===== src/rtl/pwm3_pkg.sv =====
package pwm3_pkg;
    localparam int NUM_PH  = 3;
    localparam int ADDR_W  = 3;

    localparam logic [ADDR_W-1:0] A_CTRL  = 3'd0;
    localparam logic [ADDR_W-1:0] A_CFG   = 3'd1;
    localparam logic [ADDR_W-1:0] A_LEN   = 3'd2;
    localparam logic [ADDR_W-1:0] A_CMP0  = 3'd3;

    localparam int CFG_W = 4 + 2*NUM_PH;

    typedef struct packed {
        logic [NUM_PH-1:0] oe_neg;   // bits 9:7
        logic [NUM_PH-1:0] oe_pos;   // bits 6:4
        logic              oe_tog;   // bit 3
        logic              tog_en;   // bit 2
        logic              lvl_neg;  // bit 1
        logic              lvl_pos;  // bit 0
    } cfg_t;

    function automatic logic drive_lvl(input logic act, input logic lvl);
        return act ? lvl : ~lvl;
    endfunction
endpackage


===== src/rtl/pwm3_regs.sv =====
module pwm3_regs
    import pwm3_pkg::*;
#(
    parameter int CNT_W = 16
) (
    input  logic                          clk,
    input  logic                          rst,
    input  logic                          wr_en,
    input  logic [ADDR_W-1:0]             wr_addr,
    input  logic [CNT_W-1:0]              wr_data,
    output logic                          run,
    output cfg_t                          cfg,
    output logic [CNT_W-1:0]              len,
    output logic [NUM_PH-1:0][CNT_W-1:0]  cmp
);
    logic setup_ok;
    assign setup_ok = wr_en && !run;

    always_ff @(posedge clk) begin
        if (rst) begin
            run <= 1'b0;
            cfg <= '0;
            len <= '0;
        end else begin
            if (wr_en && wr_addr == A_CTRL) run <= wr_data[0];
            if (setup_ok && wr_addr == A_CFG) cfg <= cfg_t'(wr_data[CFG_W-1:0]);
            if (setup_ok && wr_addr == A_LEN) len <= wr_data;
        end
    end

    for (genvar i = 0; i < NUM_PH; i++) begin : g_cmp
        always_ff @(posedge clk) begin
            if (rst) cmp[i] <= '0;
            else if (setup_ok && wr_addr == A_CMP0 + ADDR_W'(i)) cmp[i] <= wr_data;
        end
    end

    AST_LEN_LOCKED: assert property (@(posedge clk) disable iff (rst)
        run |=> $stable(len));
    AST_CFG_LOCKED: assert property (@(posedge clk) disable iff (rst)
        run |=> $stable(cfg));
endmodule


===== src/rtl/pwm3_counter.sv =====
module pwm3_counter #(
    parameter int CNT_W = 16
) (
    input  logic             clk,
    input  logic             rst,
    input  logic             run,
    input  logic             ce,
    input  logic [CNT_W-1:0] len,
    output logic [CNT_W-1:0] cnt,
    output logic             wrap
);
    assign wrap = run && ce && (cnt == len);

    always_ff @(posedge clk) begin
        if (rst || !run)  cnt <= '0;
        else if (wrap)    cnt <= '0;
        else if (ce)      cnt <= cnt + 1'b1;
    end

    AST_HOLD_NO_CE: assert property (@(posedge clk) disable iff (rst)
        (run && !ce) |=> $stable(cnt));
    AST_WRAP_ZERO: assert property (@(posedge clk) disable iff (rst)
        (run && ce && cnt == len) |=> (cnt == '0));
    AST_HALT_ZERO: assert property (@(posedge clk) disable iff (rst)
        !run |=> (cnt == '0));
endmodule


===== src/rtl/pwm3_phase.sv =====
module pwm3_phase #(
    parameter int CNT_W = 16
) (
    input  logic             clk,
    input  logic             rst,
    input  logic             run,
    input  logic             ce,
    input  logic             wrap,
    input  logic [CNT_W-1:0] cnt,
    input  logic [CNT_W-1:0] len,
    input  logic [CNT_W-1:0] cmp,
    output logic             act
);
    logic flip_mode;
    assign flip_mode = (cmp == len);

    always_ff @(posedge clk) begin
        if (rst || !run)               act <= 1'b1;
        else if (wrap)                 act <= flip_mode ? ~act : 1'b1;
        else if (ce && cnt == cmp)     act <= 1'b0;
    end

    AST_CMP_DROPS: assert property (@(posedge clk) disable iff (rst)
        (run && ce && cnt == cmp && cmp != len) |=> !act);
    AST_WRAP_RAISES: assert property (@(posedge clk) disable iff (rst)
        (wrap && cmp != len) |=> act);
    AST_FLIP: assert property (@(posedge clk) disable iff (rst)
        (wrap && cmp == len) |=> (act != $past(act)));
endmodule


===== src/rtl/pwm3_rsync_top.sv =====
module pwm3_rsync_top
    import pwm3_pkg::*;
#(
    parameter int CNT_W = 16
) (
    input  logic              clk,
    input  logic              rst,
    input  logic              ce_i,
    input  logic              wr_en_i,
    input  logic [2:0]        wr_addr_i,
    input  logic [CNT_W-1:0]  wr_data_i,
    output logic              running_o,
    output logic [CNT_W-1:0]  count_o,
    output logic [NUM_PH-1:0] pos_o,
    output logic [NUM_PH-1:0] neg_o,
    output logic              tog_o
);
    logic                         run;
    cfg_t                         cfg;
    logic [CNT_W-1:0]             len;
    logic [NUM_PH-1:0][CNT_W-1:0] cmp;
    logic [CNT_W-1:0]             cnt;
    logic                         wrap;
    logic [NUM_PH-1:0]            act;
    logic                         tog_q;

    pwm3_regs #(.CNT_W(CNT_W)) u_regs (
        .clk(clk), .rst(rst), .wr_en(wr_en_i), .wr_addr(wr_addr_i),
        .wr_data(wr_data_i), .run(run), .cfg(cfg), .len(len), .cmp(cmp)
    );

    pwm3_counter #(.CNT_W(CNT_W)) u_cnt (
        .clk(clk), .rst(rst), .run(run), .ce(ce_i), .len(len),
        .cnt(cnt), .wrap(wrap)
    );

    for (genvar i = 0; i < NUM_PH; i++) begin : g_ph
        pwm3_phase #(.CNT_W(CNT_W)) u_ph (
            .clk(clk), .rst(rst), .run(run), .ce(ce_i), .wrap(wrap),
            .cnt(cnt), .len(len), .cmp(cmp[i]), .act(act[i])
        );
        assign pos_o[i] = drive_lvl(run && cfg.oe_pos[i] && act[i],  cfg.lvl_pos);
        assign neg_o[i] = drive_lvl(run && cfg.oe_neg[i] && !act[i], cfg.lvl_neg);
    end

    always_ff @(posedge clk) begin
        if (rst || !run) tog_q <= 1'b0;
        else if (wrap)   tog_q <= ~tog_q;
    end

    assign tog_o     = drive_lvl(run && cfg.tog_en && cfg.oe_tog && tog_q, cfg.lvl_pos);
    assign running_o = run;
    assign count_o   = cnt;

    AST_TOG_FLIP: assert property (@(posedge clk) disable iff (rst)
        (run && wrap) |=> (tog_q != $past(tog_q)));
    AST_TOG_IDLE: assert property (@(posedge clk) disable iff (rst)
        !run |=> !tog_q);
    AST_CNT_IN_RANGE: assert property (@(posedge clk) disable iff (rst)
        (cnt <= len));
endmodule


===== config.mk =====
export PLATFORM = sky130hd
export DESIGN_NAME = pwm3_rsync_top
export DESIGN_NICKNAME = d
export VERILOG_FILES = /design/src/rtl/pwm3_pkg.sv /design/src/rtl/pwm3_regs.sv /design/src/rtl/pwm3_counter.sv /design/src/rtl/pwm3_phase.sv /design/src/rtl/pwm3_rsync_top.sv
export SDC_FILE = /design/constraint.sdc
export NUM_CORES = 1
export LEC_CHECK = 0
export BUFFER_PORTS_ARGS = -buffer_cell sky130_fd_sc_hd__buf_2
export CORE_MARGIN = 10
export CORE_UTILIZATION = 54
export CTS_CLUSTER_DIAMETER = 60
export DETAILED_ROUTE_END_ITERATION = 8
export GPL_TIMING_DRIVEN = 0
export PLACE_DENSITY = 0.76
export SLEW_MARGIN = 20
export SYNTH_ARGS = -nofsm -noshare
export SYNTH_HDL_FRONTEND = slang
export SYNTH_SLANG_ARGS = --single-unit

===== constraint.sdc =====
create_clock -name clk -period 1.6 [get_ports clk]
set_clock_uncertainty 0.1 [all_clocks]
set_input_delay 0.4 -clock clk [delete_from_list [all_inputs] [get_ports clk]]
set_output_delay 0.4 -clock clk [all_outputs]
set_load 0.02 [all_outputs]

* After elaboration in Yosys (flattened, before gate mapping) *
Index checks and enable logic that the tools add are counted.

word-level totals
  flip-flop bits (word level) = 95
  bits in latches = 0
  RAM bits = 0
  ROM bits = 0
  bits of input ports = 23
  memories = 0

operators by class
  add/subtract/negate cells = 1
  $mul = 0
  div/mod/pow operators = 0
  $lt $le $gt $ge = 0
  equal/unequal tests = 12
  shifts and indexed selects = 0
  multiplexer cells = 16
  bitwise logic cells = 6
  reductions and logical operators = 37

operators by type and width
  kind                                                                   count
  16-bit equality test                                                   7
  1-bit logical AND                                                      27
  16-bit by 1-bit adder with 16-bit output, second input constant        1
  1-bit two-way mux                                                      16
  3-bit by 2-bit equality test with 1-bit output, second input constant  2
  3-bit equality test, second input constant                             2
  1-bit NOT                                                              6
  2-bit nonzero test                                                     3
  1-bit zero test                                                        4
  3-bit by 1-bit equality test with 1-bit output, second input constant  1
  3-bit zero test                                                        1
  2-bit OR reduction                                                     1
  1-bit logical OR                                                       1

* Longest topological paths before layout *
  depth after elaboration = 4
  gate-level depth with buffers = 7

* Cells and area by module *
Synthesis repeated with hierarchy kept, for this count alone.

second synthesis, totals
  cell total of the unflattened synthesis = 530
  area, all modules = 5293.8 µm²

by module, submodules not included
  module          instances  cells each  area each (µm²)
  pwm3_regs       1          269         2997.9
  pwm3_phase      3          48          421.7
  pwm3_counter    1          99          873.3
  pwm3_rsync_top  1          18          157.7

* Least setup slack after synthesis *
OpenSTA, ideal clock, no wires.

  path kind = register to register
  start = register u_cnt.cnt[0]
  end = register u_cnt.cnt[11]
  library setup time = 0.115 ns
  arrival time = 1.691 ns
  data required time = 1.385 ns
  path slack = -0.307 ns
  cell stages (with the launch flop) = 8
  buffers on the path = 2
  clock period less this slack = 1.907 ns
  path through = dfxtp_1 buf_2 xor2_1 nor4_4 nand4_2 o21ai_4 buf_12 nor2_2

between the ends
  word-level cells in the longest chain between the ends = 3

RTL lines
  element                                                                           line                source
  start, declared                                                                   pwm3_counter.sv:9   output logic [CNT_W-1:0] cnt,
  start signal, assigned                                                            pwm3_counter.sv:17  else if (ce) cnt <= cnt + 1'b1;
  branches (longest 3 deep; another with 16-bit by 1-bit adder with 16-bit output)  -

Several ways; the timed one is not identified.
A chain may end at the register's enable or synchronous reset.

* Worst setup path after layout *
  start = register u_regs.len[0]
  end = register g_ph[1].u_ph.act

between the ends
  word-level cells in the longest chain between the ends = 3

RTL lines
  element                                                         line                                  source
  start, declared                                                 pwm3_regs.sv:13                       output logic [CNT_W-1:0] len,
  start signal, assigned                                          pwm3_regs.sv:27                       if (setup_ok && wr_addr == A_LEN) len <= wr_data;
  16-bit equality test (on tied branches)                         pwm3_phase.sv:15, pwm3_counter.sv:12
  1-bit two-way mux / 1-bit logical AND (equally long branches)   pwm3_phase.sv:19, pwm3_counter.sv:12
  1-bit two-way mux / 2-bit nonzero test (equally long branches)  -
  end signal, assigned                                            pwm3_phase.sv:19                      else if (wrap) act <= flip_mode ? ~act : 1'b1;
  end, declared                                                   pwm3_phase.sv:12                      output logic act

Parallel ways exist; a longest one is shown, timed or not.

==> qor.csv <==
metric,value,unit
final setup vio count,57,
total clock buffers created by CTS,9,
Sequential Power Share,0.524,
Crit-path slowest cell,dfxtp_1,
required time worst endpoint,1790,ps
Top Ports,47,
total track usage,0.225,
Synth Area in Compound Gates,0.0616,
Final Power,4.67,mW
Via Count,4441,
total die area,13700,um2
CTS tree,built,
Async SR Flop Fraction,0,
max cap viols,0,
min-delay worst type,primary input to flop,
WP data arrival,2050,ps
post-synthesis mux area share,0.0550,
library cells used by synthesis,33,
syn avg cell area,8.47,um2
DPL Wire Length,11100,um
PwrDens,710,nW/um2
I/O Buffers,44,
CTS Root Cell,clkbuf_8,
RSZ-0062 raised after global routing,yes,
Post-Synth Adder-Cell Area,0.00245,
crit path kind,flop to flop,
Core Box Area,9240,um2
Cells after Synth,602,
Slew @ Worst Pin,774,ps
Initial DRT Pass Iterations,5,
XOR/XNOR share of the synthesized area,0.230,
Final Slew Violations,0,
"Seq/Total Area, Yosys",0.373,
Slew headroom,0.484,
number of global-route vias before repair,4476,
net switching power,1.28,mW
crit path from,u_regs.len[0],
hold buffers post-CTS,0,
clock share of power,0.365,
Lkg Pwr,2.66,nW
GR met1 Demand/Resource,0.273,
CTS Buffer Depth,2,
CP cell instances,"buf_6, xor2_1, nor4_4, nand4_2, o21ai_4, buf_6, o2bb2ai_2",
Sw Share,0.274,
"Largest stage delay, worst path",320,ps
crit path buf inv count,2,
met3 global-route usage,0.0296,
DIE WIDTH,117,um
status,finished with violations,
drt initial violations,393,
n_diodes,0,
logic gate share of total power,0.111,
worst vdd ir,0.000520,V
final worst path period share,1.16,
min cycle time layout,1860,ps
antenna violations before repair,0,
CP Capture Type,flop,
CP dominant cell by count,buf_6,
CP startpoint kind,flop,
failing checks,setup timing,
synthesis-stage register bit count,95,
top_reg_cell synth,dfxtp_1,
Crit Path Max Fanout,6,
post-route ant nets,0,
met2 global-route usage,0.390,
simple-gate area share of the yosys netlist,0.218,
combinational family with the most area after synthesis,XOR/XNOR gates,
Synth Cell Area,5100,um2
share of layout cells above drive strength 1,0.348,
Yosys Warn Count,0,
Setup WS post-layout,-264,ps
Int Pwr,3.39,mW
DRT Wirelength,15700,um
H-tree Lvls,3,
clock insertion delay at the later pin of the skew report,360,ps
f_max,537,MHz
total grt overflow,0,
GRT busiest layer,met2,
clock sink count,95,
utilization after layout,0.712,
largest net degree at the start of global routing,17,
"Hold Vio Cnt, Final",0,
Initial Utilization,0.552,
clk slew on worst S/H paths,100,ps
routability cong.,0.909,
worst hold start,wr_data_i[8],
Layout area overhead,29.0,%
Die Y,117,um
routed len/inst,19.6,um
"delay-heaviest family, CP",simple AND/OR/NAND/NOR gates,
syn nets,626,
first-pass GRT wire length,23400,um
# nets final,689,
Hold Slack,225,ps
Residual DRC,0,
vias per std cell,5.56,
cell row count,35,
r2r startpoint,u_regs.len[0],
Post-synth EDFFs,0,
-- tightest hold or removal path, stage by stage --
cell and delay (ps):
buf_2 140, nand2_2 70, a21oi_2 40
-- layer usage --
layer | share of wire | vias up
met5 | 0 | -
met4 | 0.030 | 0
met3 | 0.063 | 32
met2 | 0.50 | 167
met1 | 0.41 | 2160
li1 | - | 2082
-- synthesized netlist by cell type (all sizes together), types with 2 or more instances --
cell type / count / area [um2]
nand3b: 3 / 22.5
nor2b: 2 / 12.5
clkbuf: 29 / 109
nor3: 7 / 35.0
xor2: 59 / 517
nand4: 21 / 138
nand3: 18 / 90.1
a21oi: 48 / 240
nand2: 106 / 398
xnor2: 75 / 657
mux2i: 28 / 280
and4: 2 / 17.5
nor4: 13 / 126
dfxtp: 95 / 1900
o2bb2ai: 3 / 26.3
nand4b: 2 / 17.5
and3: 4 / 25.0
buf: 29 / 199
nor2: 49 / 209
o21ai: 4 / 31.3
-- power by group through the flow --
stage	clock network (mW)	registers [mW]	logic, mW
final	1.70	2.45	0.517
after global routing	1.83	2.45	0.547
after CTS	1.71	2.45	0.454
after detailed placement	0	2.50	0.418
after global placement	0	2.49	0.410
after floorplan	0	2.49	0.278
-- layout by cell type (no fill, tap or decap), types with 19 or more instances in the layout --
cell,Yosys,layout
nand2_1,106,88
xnor2_1,75,74
dfxtp_1,95,67
xor2_1,59,46
buf_2,20,40
nor2_1,39,35
a21oi_1,48,29
mux2i_1,28,27
buf_6,6,24
buf_4,1,22
nand4_1,20,20
a21oi_2,0,19
-- area by class of cell --
cell class	count	area [um2]
well taps	129	161
repair buffers	79	627
multi-input cells	449	3350
clock buffers	10	138
clock inverters	6	66.3
fillers	701	2660
plain buffers	31	269
flip-flops and latches	95	1970
-- sequential cells by signal, indices dropped and copies added (netlist names) --
signal and count:
tog_q 1, g_ph.u_ph.act 3, u_regs.cfg 10, u_regs.cmp 48, u_cnt.cnt 16, u_regs.len 16, u_regs.run 1
-- what timing repair did --
item,4_1_cts,5_1_grt
setup endpoints to repair,67,83
gates cloned,3,3
pin swaps,24,35
gates resized for setup,88,107
buffers inserted,15,17
-- cell families after synthesis --
logic type               Yosys count
flip-flops                        95
adder cells (fa/ha/maj)            1
XOR/XNOR                         134
AO/OA/AOI/OAI                     57
AND/OR/NAND/NOR                  229
buffers and inverters             58
multiplexers                      28
-- worst paths after layout --
kind                                         end  slack, ps  cells past startpoint
worst max-delay path            g_ph[1].u_ph.act       -260                      7
worst min-delay path               u_regs.cmp[8]        220                      3
worst max register to register  g_ph[1].u_ph.act       -260                      7
worst min register to register    u_regs.cmp[26]        400                      2
-- stage by stage --
step / instance area [um2] / setup TNS (ps) / worst slack, ps / std cells
3_5_place_dp: 5570 / -21730 / -516 / 775
4_1_cts: 6150 / -6280 / -283 / 795
6_report: 6580 / -6300 / -264 / 799
2_1_floorplan: 5190 / -3520 / -238 / 602
3_3_place_gp: 5570 / -19000 / -518 / 775
5_1_grt: 6580 / -10200 / -309 / 799
Power figures use the tool's default switching activity.
